==> src/rtl/ucseq_pkg.sv <==
package ucseq_pkg;

   typedef enum logic [2:0] {
      JT_NEXT     = 3'd0,
      JT_SPIN     = 3'd1,
      JT_FETCH    = 3'd2,
      JT_DISPATCH = 3'd3,
      JT_FTRUE    = 3'd4,
      JT_FFALSE   = 3'd5
   } jump_t;

   // bit 17 down to bit 0
   typedef struct packed {
      logic       imm_branch;
      logic [1:0] reg_sel;
      logic [2:0] alu_fn;
      logic       pc_ld;
      logic       ir_ld;
      logic       b_ld;
      logic       a_ld;
      logic       ma_ld;
      logic       mem_we;
      logic       mem_oe;
      logic       imm_oe;
      logic       alu_oe;
      logic       reg_we;
      logic       reg_oe;
      logic       pc_oe;
   } ctrl_t;

   typedef struct packed {
      jump_t jt;
      ctrl_t ctrl;
   } uword_t;

   localparam logic [2:0] AF_NONE = 3'd0;
   localparam logic [2:0] AF_ADD  = 3'd1;
   localparam logic [2:0] AF_INST = 3'd2;
   localparam logic [2:0] AF_CMP  = 3'd3;
   localparam logic [2:0] AF_INC4 = 3'd4;
   localparam logic [2:0] AF_DEC4 = 3'd5;

   localparam logic [1:0] SEL_RS1 = 2'd0;
   localparam logic [1:0] SEL_RS2 = 2'd1;
   localparam logic [1:0] SEL_RD  = 2'd2;

   localparam int ENT_FETCH = 0;
   localparam int ENT_ALU   = 3;
   localparam int ENT_ALUI  = 6;
   localparam int ENT_LOAD  = 9;
   localparam int ENT_BR    = 14;
   localparam int ENT_ILL   = 20;
   localparam int ENT_SKIP  = 21;
   localparam int ENT_LAST  = 23;

   localparam logic [4:0] OPC_LOAD = 5'h00;
   localparam logic [4:0] OPC_ALUI = 5'h04;
   localparam logic [4:0] OPC_ALU  = 5'h0C;
   localparam logic [4:0] OPC_BR   = 5'h18;
   localparam logic [4:0] OPC_SKIP = 5'h1C;

   function automatic uword_t rom_word(input int a);
      uword_t w;
      w    = '0;
      w.jt = JT_FETCH;
      case (a)
         0:  begin w.ctrl.pc_oe = 1'b1; w.ctrl.ma_ld = 1'b1; w.ctrl.a_ld = 1'b1; w.jt = JT_NEXT; end
         1:  begin w.ctrl.mem_oe = 1'b1; w.ctrl.ir_ld = 1'b1; w.jt = JT_SPIN; end
         2:  begin w.ctrl.alu_oe = 1'b1; w.ctrl.pc_ld = 1'b1; w.ctrl.alu_fn = AF_INC4; w.jt = JT_DISPATCH; end
         3, 6, 9, 14, 21:
             begin w.ctrl.reg_oe = 1'b1; w.ctrl.reg_sel = SEL_RS1; w.ctrl.a_ld = 1'b1; w.jt = JT_NEXT; end
         4, 15:
             begin w.ctrl.reg_oe = 1'b1; w.ctrl.reg_sel = SEL_RS2; w.ctrl.b_ld = 1'b1; w.jt = JT_NEXT; end
         7, 10:
             begin w.ctrl.imm_oe = 1'b1; w.ctrl.b_ld = 1'b1; w.jt = JT_NEXT; end
         5, 8, 23:
             begin w.ctrl.alu_oe = 1'b1; w.ctrl.alu_fn = AF_INST; w.ctrl.reg_we = 1'b1;
                   w.ctrl.reg_sel = SEL_RD; w.jt = JT_FETCH; end
         11: begin w.ctrl.alu_oe = 1'b1; w.ctrl.alu_fn = AF_ADD; w.ctrl.ma_ld = 1'b1; w.jt = JT_NEXT; end
         12: w.jt = JT_SPIN;
         13: begin w.ctrl.mem_oe = 1'b1; w.ctrl.reg_we = 1'b1; w.ctrl.reg_sel = SEL_RD; w.jt = JT_FETCH; end
         16: begin w.ctrl.alu_fn = AF_CMP; w.ctrl.pc_oe = 1'b1; w.ctrl.a_ld = 1'b1; w.jt = JT_FFALSE; end
         17: begin w.ctrl.alu_oe = 1'b1; w.ctrl.alu_fn = AF_DEC4; w.ctrl.a_ld = 1'b1; w.jt = JT_NEXT; end
         18: begin w.ctrl.imm_oe = 1'b1; w.ctrl.imm_branch = 1'b1; w.ctrl.b_ld = 1'b1; w.jt = JT_NEXT; end
         19: begin w.ctrl.alu_oe = 1'b1; w.ctrl.alu_fn = AF_ADD; w.ctrl.pc_ld = 1'b1; w.jt = JT_FETCH; end
         22: begin w.ctrl.alu_fn = AF_CMP; w.jt = JT_FTRUE; end
         default: w.jt = JT_FETCH;
      endcase
      return w;
   endfunction

endpackage

==> src/rtl/ucseq_store.sv <==
module ucseq_store
   import ucseq_pkg::*;
#(
   parameter int UPC_W = 6
) (
   input  logic [UPC_W-1:0] addr,
   output uword_t           word
);
   localparam int DEPTH = 1 << UPC_W;

   uword_t table_w [DEPTH];

   for (genvar g = 0; g < DEPTH; g++) begin : g_word
      assign table_w[g] = rom_word(g);
   end

   assign word = table_w[addr];
endmodule

==> src/rtl/ucseq_dispatch.sv <==
module ucseq_dispatch
   import ucseq_pkg::*;
#(
   parameter int OP_W  = 5,
   parameter int UPC_W = 6
) (
   input  logic [OP_W-1:0]  opcode,
   output logic [UPC_W-1:0] entry
);
   always_comb begin
      if      (opcode == OP_W'(OPC_ALU))  entry = UPC_W'(ENT_ALU);
      else if (opcode == OP_W'(OPC_ALUI)) entry = UPC_W'(ENT_ALUI);
      else if (opcode == OP_W'(OPC_LOAD)) entry = UPC_W'(ENT_LOAD);
      else if (opcode == OP_W'(OPC_BR))   entry = UPC_W'(ENT_BR);
      else if (opcode == OP_W'(OPC_SKIP)) entry = UPC_W'(ENT_SKIP);
      else                                entry = UPC_W'(ENT_ILL);
   end
endmodule

==> src/rtl/ucseq_next.sv <==
module ucseq_next
   import ucseq_pkg::*;
#(
   parameter int UPC_W = 6
) (
   input  logic [UPC_W-1:0] upc,
   input  jump_t            jt,
   input  logic             busy,
   input  logic             cond,
   input  logic [UPC_W-1:0] entry,
   output logic [UPC_W-1:0] nxt
);
   localparam logic [UPC_W-1:0] FETCH0 = UPC_W'(ENT_FETCH);

   logic [UPC_W-1:0] incr;
   assign incr = upc + 1'b1;

   always_comb begin
      case (jt)
         JT_NEXT:     nxt = incr;
         JT_SPIN:     nxt = busy ? upc : incr;
         JT_FETCH:    nxt = FETCH0;
         JT_DISPATCH: nxt = entry;
         JT_FTRUE:    nxt = cond ? FETCH0 : incr;
         JT_FFALSE:   nxt = cond ? incr : FETCH0;
         default:     nxt = FETCH0;
      endcase
   end
endmodule

==> src/rtl/ucode_seq.sv <==
module ucode_seq
   import ucseq_pkg::*;
#(
   parameter int UPC_W  = 6,
   parameter int OP_W   = 5,
   parameter int CTRL_W = 18
) (
   input  logic              clk,
   input  logic              rst,
   input  logic [OP_W-1:0]   opcode,
   input  logic              cond,
   input  logic              busy,
   output logic [UPC_W-1:0]  upc,
   output logic [CTRL_W-1:0] ctrl
);
   localparam int              ROUTINE_END = ENT_LAST + 1;
   localparam logic [UPC_W-1:0] FETCH0     = UPC_W'(ENT_FETCH);

   if (UPC_W < $clog2(ROUTINE_END)) begin : g_bad_upc
      $error("UPC_W too narrow for the routine layout");
   end
   if (OP_W < 5) begin : g_bad_op
      $error("OP_W must hold the opcode values");
   end
   if (CTRL_W != $bits(ctrl_t)) begin : g_bad_ctrl
      $error("CTRL_W must match the control word");
   end

   logic [UPC_W-1:0] upc_q;
   logic [UPC_W-1:0] upc_d;
   logic [UPC_W-1:0] entry;
   uword_t           word;

   ucseq_store #(.UPC_W(UPC_W)) u_store (
      .addr (upc_q),
      .word (word)
   );

   ucseq_dispatch #(.OP_W(OP_W), .UPC_W(UPC_W)) u_disp (
      .opcode (opcode),
      .entry  (entry)
   );

   ucseq_next #(.UPC_W(UPC_W)) u_next (
      .upc   (upc_q),
      .jt    (word.jt),
      .busy  (busy),
      .cond  (cond),
      .entry (entry),
      .nxt   (upc_d)
   );

   always_ff @(posedge clk) begin
      if (rst) upc_q <= FETCH0;
      else     upc_q <= upc_d;
   end

   assign upc  = upc_q;
   assign ctrl = CTRL_W'(word.ctrl);

   AST_RESET_ENTRY: assert property (@(posedge clk) rst |=> upc == FETCH0);
   AST_NEXT_INC: assert property (@(posedge clk) disable iff (rst)
      word.jt == JT_NEXT |=> upc == $past(upc) + 1'b1);
   AST_SPIN_HOLD: assert property (@(posedge clk) disable iff (rst)
      (word.jt == JT_SPIN && busy) |=> $stable(upc));
   AST_FETCH_ENTRY: assert property (@(posedge clk) disable iff (rst)
      word.jt == JT_FETCH |=> upc == FETCH0);
   AST_FALSE_EXIT: assert property (@(posedge clk) disable iff (rst)
      (word.jt == JT_FFALSE && !cond) |=> upc == FETCH0);
   AST_TRUE_EXIT: assert property (@(posedge clk) disable iff (rst)
      (word.jt == JT_FTRUE && cond) |=> upc == FETCH0);
   AST_ILLEGAL_EMPTY: assert property (@(posedge clk) disable iff (rst)
      upc == UPC_W'(ENT_ILL) |-> ctrl == '0);
endmodule

==> config.mk <==
export PLATFORM = sky130hd
export DESIGN_NAME = ucode_seq
export DESIGN_NICKNAME = d
export VERILOG_FILES = /design/src/rtl/ucseq_pkg.sv /design/src/rtl/ucseq_store.sv /design/src/rtl/ucseq_dispatch.sv /design/src/rtl/ucseq_next.sv /design/src/rtl/ucode_seq.sv
export SDC_FILE = /design/constraint.sdc
export NUM_CORES = 1
export LEC_CHECK = 0
export BUFFER_PORTS_ARGS = -buffer_cell sky130_fd_sc_hd__clkbuf_2
export CORE_ASPECT_RATIO = 1.1
export CORE_MARGIN = 5
export CORE_UTILIZATION = 48
export CTS_BUF_LIST = sky130_fd_sc_hd__clkbuf_16
export DETAILED_ROUTE_END_ITERATION = 10
export PLACE_DENSITY = 0.77
export SKIP_CTS_REPAIR_TIMING = 1
export SLEW_MARGIN = 10
export SYNTH_ARGS = -nofsm -noshare
export SYNTH_HDL_FRONTEND = slang
export SYNTH_HIERARCHICAL = 1
export SYNTH_SLANG_ARGS = --single-unit
==> constraint.sdc <==
create_clock -name clk -period 2.3 [get_ports clk]
set_input_delay 0.115 -clock clk [delete_from_list [all_inputs] [get_ports clk]]
set_output_delay 0.115 -clock clk [all_outputs]
set_load 0.02 [all_outputs]
==> reports/metrics.yaml, run 1 <==
cts_tree: "yes"
ys_types: 49
area_growth_pct: 30.06
synth_seq_cells: 6
cts.sinks: 6
rsz0062_at_grt: "true"
clk_latency_ns: 0.23
die_height_um: 62.41
root_buffer: "clkbuf_16"
htreeDepth: 1
peakVddDrop_mv: 1.047
synth-edff-count: 0
path_common_cell: "buf_4"
hold_viol_final: 0
clock.fmax_mhz: 452.3
avgViaCountPerCell: 6.105
async_reset_ff_share_pct: 0
fin_crit_sh_pct: 96.12
die_area_um2: 3598
diodes: 0
clock_power_share_pct: 10.0
drcViolationCount: 0
ios: 33
grt_max_degree: 17
ant_nets: 0
synth_area_per_cell_um2: 7.010
drt_iter0_drc: 90
p_per_area_nw_per_um2: 1804
final_common_cell: "clkbuf_2"
crit_type: "flip-flop to flip-flop"
wirelength_mm: 3.967
syn_area_um2: 1199
hold_path_class: "input pin to flip-flop"
grt_use_total_pct: 20.68
ys_seq_area_share_pct: 10.02
die_width_um: 57.65
synthesis.nets: 187
cp.required_ns: 2.47
final_nets: 225
cp_cell_sequence: "buf_4, ha_4, mux2_2, mux2i_1, a2bb2oi_2, inv_2, o21ai_4, buf_4, nand2_1, nand4_1, a222oi_1, nor2b_1"
portBuffers: 31
p_sw_mw: 1.502
path_delay_family: "compound AO/OA/AOI/OAI gates"
endpoint_kind: "flip-flop"
synth_ff_type: "dfxtp_1"
period_needed_ns: 2.211
mostFrequentLayoutCells: "clkbuf_2, buf_4, nand2_1, nand3_1"
drv_slew: 0
largest_reg_flops: 6
drive_above_1_share_pct: 37.98
dpl.hpwl_mm: 2.790
initial_core_util_pct: 48.95
numCtsBuffers: 3
cp_num_buf_inv: 3
grt_pass1_vias: 1425
syn_inst: 171
firstDrtPassIters: 4
core-area_um2: 2449
vias: 1459
grt_pass1_wl_mm: 6.210
clockBufferDepth: 2
hold_slack_ns: 0.1350
wl_per_cell_um: 16.60
crit_fanout: 7
arrival_ns: 2.38
clock_skew_ns: 0.003882
seqPwrFrac_pct: 7.3
antenna_found_initial: 0
cpMaxStageDelayCell: "dfxtp_2"
layout.cells.non_filler: 239
gp_congestion: 0.9776
switching_share_pct: 53.40
status: "finished clean"
p_int_mw: 1.311
yosysWarnings: 6
placedCellCount: 233
rows: 19
setup_viol: 0
p_leak_nw: 0.6931
critPathMaxStageDelay_ns: 0.32
comb_power_share_pct: 82.7
clk_pin_slew_ns: 0.04
start_kind: "flip-flop"
cap_viol_max_count: 0
globalRouteOverflowTotal: 0
## routing by layer
layer | global-route usage (%) | vias to the layer above | part of all wire, %
met1 | 24.66 | 683 | 38
met2 | 36.02 | 70 | 52
li1 | - | 691 | -
met5 | 0 | - | 0
met4 | 8.406 | 0 | 3.1
met3 | 3.099 | 15 | 7.5
## metrics by stage
step                      power (mW)  area (um2)  setup TNS (ns)  util [%]  setup slack, ns
after floorplan                1.726        1204               0         -         0.005953
after global placement         2.217        1405        -0.01576     57.38         -0.01576
after detailed placement       2.270        1405        -0.04118     57.38         -0.02617
after CTS                      2.563        1484        -0.06556     60.60         -0.04190
after global routing           3.017        1559        -0.07431     63.67         -0.07431
final                          2.813        1559               0     63.67          0.08930
## kinds of logic (layout without fill, tap and decap cells)
group,count (synthesis),count (layout),share of synthesized area [%]
flops,6,6,10.02
compound gates,41,41,23.17
buf+inv,21,58,10.96
other cells,2,2,0.6265
mux,9,9,8.977
fa+ha+maj,7,7,7.307
xor+xnor,3,3,2.192
simple gates,82,82,36.75
## final timing paths
path                      from                end  slack (ns)  depth (start not counted)
max          upc[1]$_SDFF_PP0_  upc[5]$_SDFF_PP0_        0.09                         12
max reg2reg  upc[1]$_SDFF_PP0_  upc[5]$_SDFF_PP0_        0.09                         12
min reg2reg  upc[0]$_SDFF_PP0_  upc[0]$_SDFF_PP0_        0.88                          5
min                        rst  upc[0]$_SDFF_PP0_        0.14                          2
## Yosys cell counts, types with 2 or more instances
cell	instances	area [um2]
nand2_1	16	60.06
nand3_1	14	70.07
conb_1	2	7.510
nor3b_1	2	15.01
o31a_1	2	17.52
o22ai_1	2	12.51
nor2_1	11	41.29
inv_1	4	15.01
o21ai_0	8	40.04
buf_4	4	30.03
and2b_1	4	30.03
and3_1	3	18.77
mux2i_1	4	40.04
nand2b_1	3	18.77
nor3_1	9	45.04
dfxtp_1	6	120.1
mux2_2	4	45.04
buf_6	4	45.04
nor2b_1	8	50.05
ha_1	7	87.58
o311ai_1	2	17.52
a31oi_1	4	25.02
nand3b_1	2	15.01
clkbuf_1	2	7.510
xor2_1	3	26.28
buf_2	5	25.02
a21oi_1	13	65.06
a32oi_1	2	17.52
## final cells by class
type / instances / area (um2)
clock inverter: 1 / 3.754
sequential: 6 / 126.4
tap: 31 / 38.79
timing repair buffer: 49 / 290.3
fill: 210 / 889.6
inverter: 5 / 18.77
clock buffer: 3 / 75.07
multi-input combinational: 144 / 1006
## power by group through the flow
stage          sequential [mW]  combinational, mW  clock [mW]
2_1_floorplan            0.248               1.48           0
3_3_place_gp             0.196               2.02           0
3_5_place_dp             0.197               2.07           0
4_1_cts                  0.196               2.08       0.284
5_1_grt                  0.210               2.51       0.294
6_report                 0.205               2.33       0.281
Power figures use the tool's default switching activity.
==> run 2: changes to the inputs <==
Settings changed: ABC_AREA set to 1.
==> reports/metrics.yaml, run 2 <==
diodes: 0
dpl_cell_area_um2: 1446
ys_seq_area_share_pct: 9.571
p_per_area_nw_per_um2: 1356
yosysWarnings: 6
synthTopCellsByArea: "nand2_1, inv_1, nand3_1, dfxtp_1, ha_1"
drt_iter0_drc: 95
hold_path_class: "input pin to flip-flop"
multi_input_area_um2: 907.1
wirelength_mm: 3.581
cts_tree: "yes"
hold_viol_final: 0
area_growth_pct: 21.54
rows: 19
grt_use_total_pct: 20.12
wl_per_cell_um: 11.94
cp_num_buf_inv: 4
cp_cell_sequence: "inv_1, ha_1, o21ai_0, nor2_1, a21oi_2, inv_1, nand3_1, inv_1, nand3_1, nand3_1, inv_1, nor2_1"
gp_congestion: 0.9186
grt_pass1_vias: 1455
ff_latch_area_um2: 120.1
yosysTopAreaCellShare_pct: 20.64
dpl.hpwl_mm: 2.761
clock.fmax_mhz: 490.5
ios: 33
largest_reg_flops: 6
fin_crit_sh_pct: 88.64
initial_core_util_pct: 50.28
grt_max_degree: 18
synth_top_family_by_area: "simple AND/OR/NAND/NOR gates"
root_buffer: "clkbuf_16"
synth_seq_cells: 6
yosys.area_share.xor_xnor_pct: 0
core-area_um2: 2496
synth_fa_ha_area_share_pct: 6.979
synth_ff_type: "dfxtp_1"
path_common_cell: "inv_1"
die_width_um: 58.75
vias: 1559
syn_inst: 235
cpMaxStageDelayCell: "dfxtp_1"
yosys-top-cells-count: "nand2_1, inv_1, nand3_1"
cap_viol_max_count: 0
fill_cells: 277
path_delay_family: "simple AND/OR/NAND/NOR gates"
crit_fanout: 5
portBuffers: 31
fin_ws_ns: 0.2613
synth-edff-count: 0
cp.required_ns: 2.41
clk_latency_ns: 0.23
place_ws_ns: 0.2493
synthMuxAreaShare_pct: 0
setup_viol: 0
clk_pin_slew_ns: 0.03
endpoint_kind: "flip-flop"
die_area_um2: 3738
ant_nets: 0
htreeDepth: 1
yosysTopAreaCell: "nand2_1"
async_reset_ff_share_pct: 0
status: "finished clean"
firstDrtPassIters: 4
synth_area_per_cell_um2: 5.340
design_area_um2: 1525
cts.sinks: 6
critPathMaxStageDelay_ns: 0.34
peakVddDrop_mv: 0.8976
crit_type: "flip-flop to flip-flop"
drive_above_1_share_pct: 26.02
numCtsBuffers: 3
avgViaCountPerCell: 5.197
clock_skew_ns: 0.001808
final_common_cell: "nand2_1"
clockBufferDepth: 2
final_nets: 287
antenna_found_initial: 0
syn_area_um2: 1255
start_kind: "flip-flop"
synth_most_common_cell: "nand2_1"
hold_slack_ns: 0.1527
synthesis.nets: 251
synthSimpleGateAreaFrac_pct: 52.64
synth_compound_area_share_pct: 11.76
grt_pass1_wl_mm: 6.051
period_needed_ns: 2.039
drcViolationCount: 0
p_leak_nw: 0.9094
ys_types: 28
fin_setup_tns_ns: 0
arrival_ns: 2.15
rsz0062_at_grt: "false"
drv_slew: 0
die_height_um: 63.63
mostFrequentLayoutCells: "nand2_1, inv_1, clkbuf_2, nand3_1, nor2_1"
globalRouteOverflowTotal: 0
-- run 2: cell types whose count changed in the layout (fill, tap and decap cells not counted), moves of 5 or more --
| cell | delta |
|---|---|
| nand3_1 | +13 |
| nand3_2 | +5 |
| nand2_1 | +53 |
| nor2_1 | +12 |
| inv_1 | +36 |
| buf_4 | -10 |
| nor2b_1 | -8 |
| nor3_1 | -8 |
-- run 2: area by class of cell --
class | count | area share, %
clock buffers | 3 | 4.922
repair buffers | 39 | 14.11
well taps | 31 | 2.543
multi-input cells | 176 | 59.48
flip-flops and latches | 6 | 7.875
inverters | 45 | 11.07
-- run 2: metrics by stage --
stage | total power [mW] | utilization (%) | instances
global placement | 1.727 | 57.94 | 297
floorplan | 1.343 | - | 235
detailed placement | 1.744 | 57.94 | 297
global route | 2.260 | 61.10 | 300
CTS | 2.046 | 60.95 | 300
finish | 2.068 | 61.10 | 300
-- run 2: worst reg2reg max path: stages, from the launching register on --
cell     delay [ns]
dfxtp_1        0.34
inv_1          0.08
ha_1           0.33
o21ai_0        0.26
nor2_1         0.09
a21oi_2        0.17
inv_1          0.09
nand3_1        0.21
inv_1          0.09
nand3_1        0.08
nand3_1        0.08
inv_1          0.06
nor2_1         0.05
-- run 2: path summary, 6_finish.rpt --
kind | from | endpoint | slack (ns) | cells after the start
setup / recovery | upc[0]$_SDFF_PP0_ | upc[2]$_SDFF_PP0_ | 0.26 | 12
hold / removal | rst | upc[3]$_SDFF_PP0_ | 0.15 | 2
setup reg to reg | upc[0]$_SDFF_PP0_ | upc[2]$_SDFF_PP0_ | 0.26 | 12
hold reg to reg | upc[4]$_SDFF_PP0_ | upc[4]$_SDFF_PP0_ | 0.78 | 6
-- run 2: report_power, final --
| part | leakage, nW | total (mW) | internal (mW) | switching (mW) |
|---|---|---|---|---|
| logic | 0.823 | 1.60 | 0.515 | 1.09 |
| clock network | 0.0370 | 0.283 | 0.223 | 0.0595 |
| registers | 0.0491 | 0.183 | 0.135 | 0.0476 |
-- run 2: cell families (layout without fill, tap and decap cells) --
group	Yosys count	after routing
AOI/OAI and AO/OA	25	25
adders and majority gates	7	7
buffers and inverters	53	87
DFF	6	6
other	2	2
and+or+nand+nor	142	142
-- run 2: metal layers --
layer | share of wire, % | GRT usage, % | up-vias
met3 | 7.5 | 3.265 | 15
met2 | 49 | 34.94 | 70
met4 | 3.6 | 10.20 | 0
met1 | 39 | 22.91 | 681
met5 | 0 | 0 | -
li1 | - | - | 793
==> run 3: changes to the inputs <==
Settings changed: GPL_TIMING_DRIVEN set to 0, RECOVER_POWER set to 100.
==> reports/metrics.yaml, run 3 (synthesis gave the netlist of run 2 again) <==
clock_skew_ns: 0.001662
drcViolationCount: 0
crit_start: "upc[0]$_SDFF_PP0_"
rrSetupSlack_ns: 0.24
hold_path_class: "input pin to flip-flop"
p_leak_nw: 0.8536
p_sw_mw: 1.180
vias: 1538
mostFrequentLayoutCells: "nand2_1, inv_1, nand3_1, nor2_1, clkbuf_1"
core-area_um2: 2496
rows: 19
fill_cells: 274
rsz0062_at_grt: "false"
die_height_um: 63.63
cap_viol_max_count: 0
grt_pass1_vias: 1505
clockBufferDepth: 2
seqPwrFrac_pct: 10.8
drt_iter0_drc: 57
ff_latch_area_um2: 122.6
area_growth_pct: 20.54
numCtsBuffers: 3
cts.sinks: 6
root_buffer: "clkbuf_16"
design_area_um2: 1513
cts_tree: "yes"
drv_slew: 0
dpl_cell_area_um2: 1444
switching_share_pct: 58.24
hold_slack_ns: 0.1350
peakVddDrop_mv: 1.144
initial_core_util_pct: 50.28
utilization_pct: 60.60
final_nets: 286
r2r_end: "upc[4]$_SDFF_PP0_"
clk_latency_ns: 0.22
power_mw: 2.025
die_area_um2: 3738
crit_end: "upc[4]$_SDFF_PP0_"
largest_reg_flops: 6
clock.fmax_mhz: 484.3
crit_type: "flip-flop to flip-flop"
ant_nets: 0
period_needed_ns: 2.065
multi_input_area_um2: 915.9
placedCellCount: 296
dpl.hpwl_mm: 2.694
firstDrtPassIters: 4
place_ws_ns: -0.1631
cp.required_ns: 2.41
globalRouteOverflowTotal: 0
ios: 33
status: "finished clean"
p_int_mw: 0.8457
regToRegStartpoint: "upc[0]$_SDFF_PP0_"
p_per_area_nw_per_um2: 1339
layout.cells.non_filler: 299
wirelength_mm: 3.420
clock_power_share_pct: 13.6
endpoint_kind: "flip-flop"
portBuffers: 30
diodes: 0
grt_pass1_wl_mm: 5.989
htreeDepth: 1
arrival_ns: 2.18
drive_above_1_share_pct: 20.90
wl_per_cell_um: 11.44
start_kind: "flip-flop"
gp_congestion: 0.8910
grt_use_total_pct: 19.43
fin_crit_sh_pct: 89.78
fin_ws_ns: 0.2350
antenna_found_initial: 0
comb_power_share_pct: 75.6
setup_viol: 0
clk_pin_slew_ns: 0.03
reg2reg_depth: 12
crit_fanout: 11
avgViaCountPerCell: 5.144
die_width_um: 58.75
grt_max_degree: 13
fin_setup_tns_ns: 0
final_common_cell: "nand2_1"
hold_viol_final: 0
## run 3: cell count changes in the layout (fill, tap and decap cells not counted), sizes merged
cell,delta
clkbuf,-1
## run 3: power by group through the flow
stage               registers (mW)  clock network, mW  logic, mW
global route                 0.227              0.289       1.73
floorplan                    0.229                  0       1.11
CTS                          0.218              0.279       1.54
detailed placement           0.220                  0       1.53
global placement             0.220                  0       1.52
finish                       0.219              0.275       1.53
## run 3: worst min path at each step
stage | startpoint | to | cells after the start
2_1_floorplan | rst | upc[1]$_SDFF_PP0_ | 1
3_3_place_gp | rst | upc[3]$_SDFF_PP0_ | 2
3_5_place_dp | rst | upc[2]$_SDFF_PP0_ | 2
4_1_cts | rst | upc[5]$_SDFF_PP0_ | 2
5_1_grt | rst | upc[0]$_SDFF_PP0_ | 2
6_report | rst | upc[1]$_SDFF_PP0_ | 2
## run 3: critical path, stage by stage, from the launching register on
cell and delay [ns]:
dfxtp_2 0.45, inv_1 0.12, ha_1 0.34, o21ai_1 0.22
nor2_1 0.09, a21oi_2 0.17, inv_1 0.10, nand3_1 0.12
nand2_2 0.10, nand2_1 0.07, nand3_1 0.08, inv_1 0.06
nor2_1 0.03
## run 3: routing by layer
layer	up-vias	part of all wire [%]	global-route usage [%]	wire length (um)
li1	793	-	-	-
met3	6	6.4	3.673	218
met2	48	51	35.22	1732
met5	-	0	0	0
met1	691	42	21.45	1420
met4	0	1.4	7.649	48
## run 3: final cells by class
cell class | instances | area share (%)
Inverter | 45 | 11.17
Timing Repair Buffer | 30 | 8.519
Buffer | 8 | 4.136
Multi-Input combinational cell | 176 | 60.55
Clock buffer | 3 | 4.963
Sequential cell | 6 | 8.106
Tap cell | 31 | 2.564
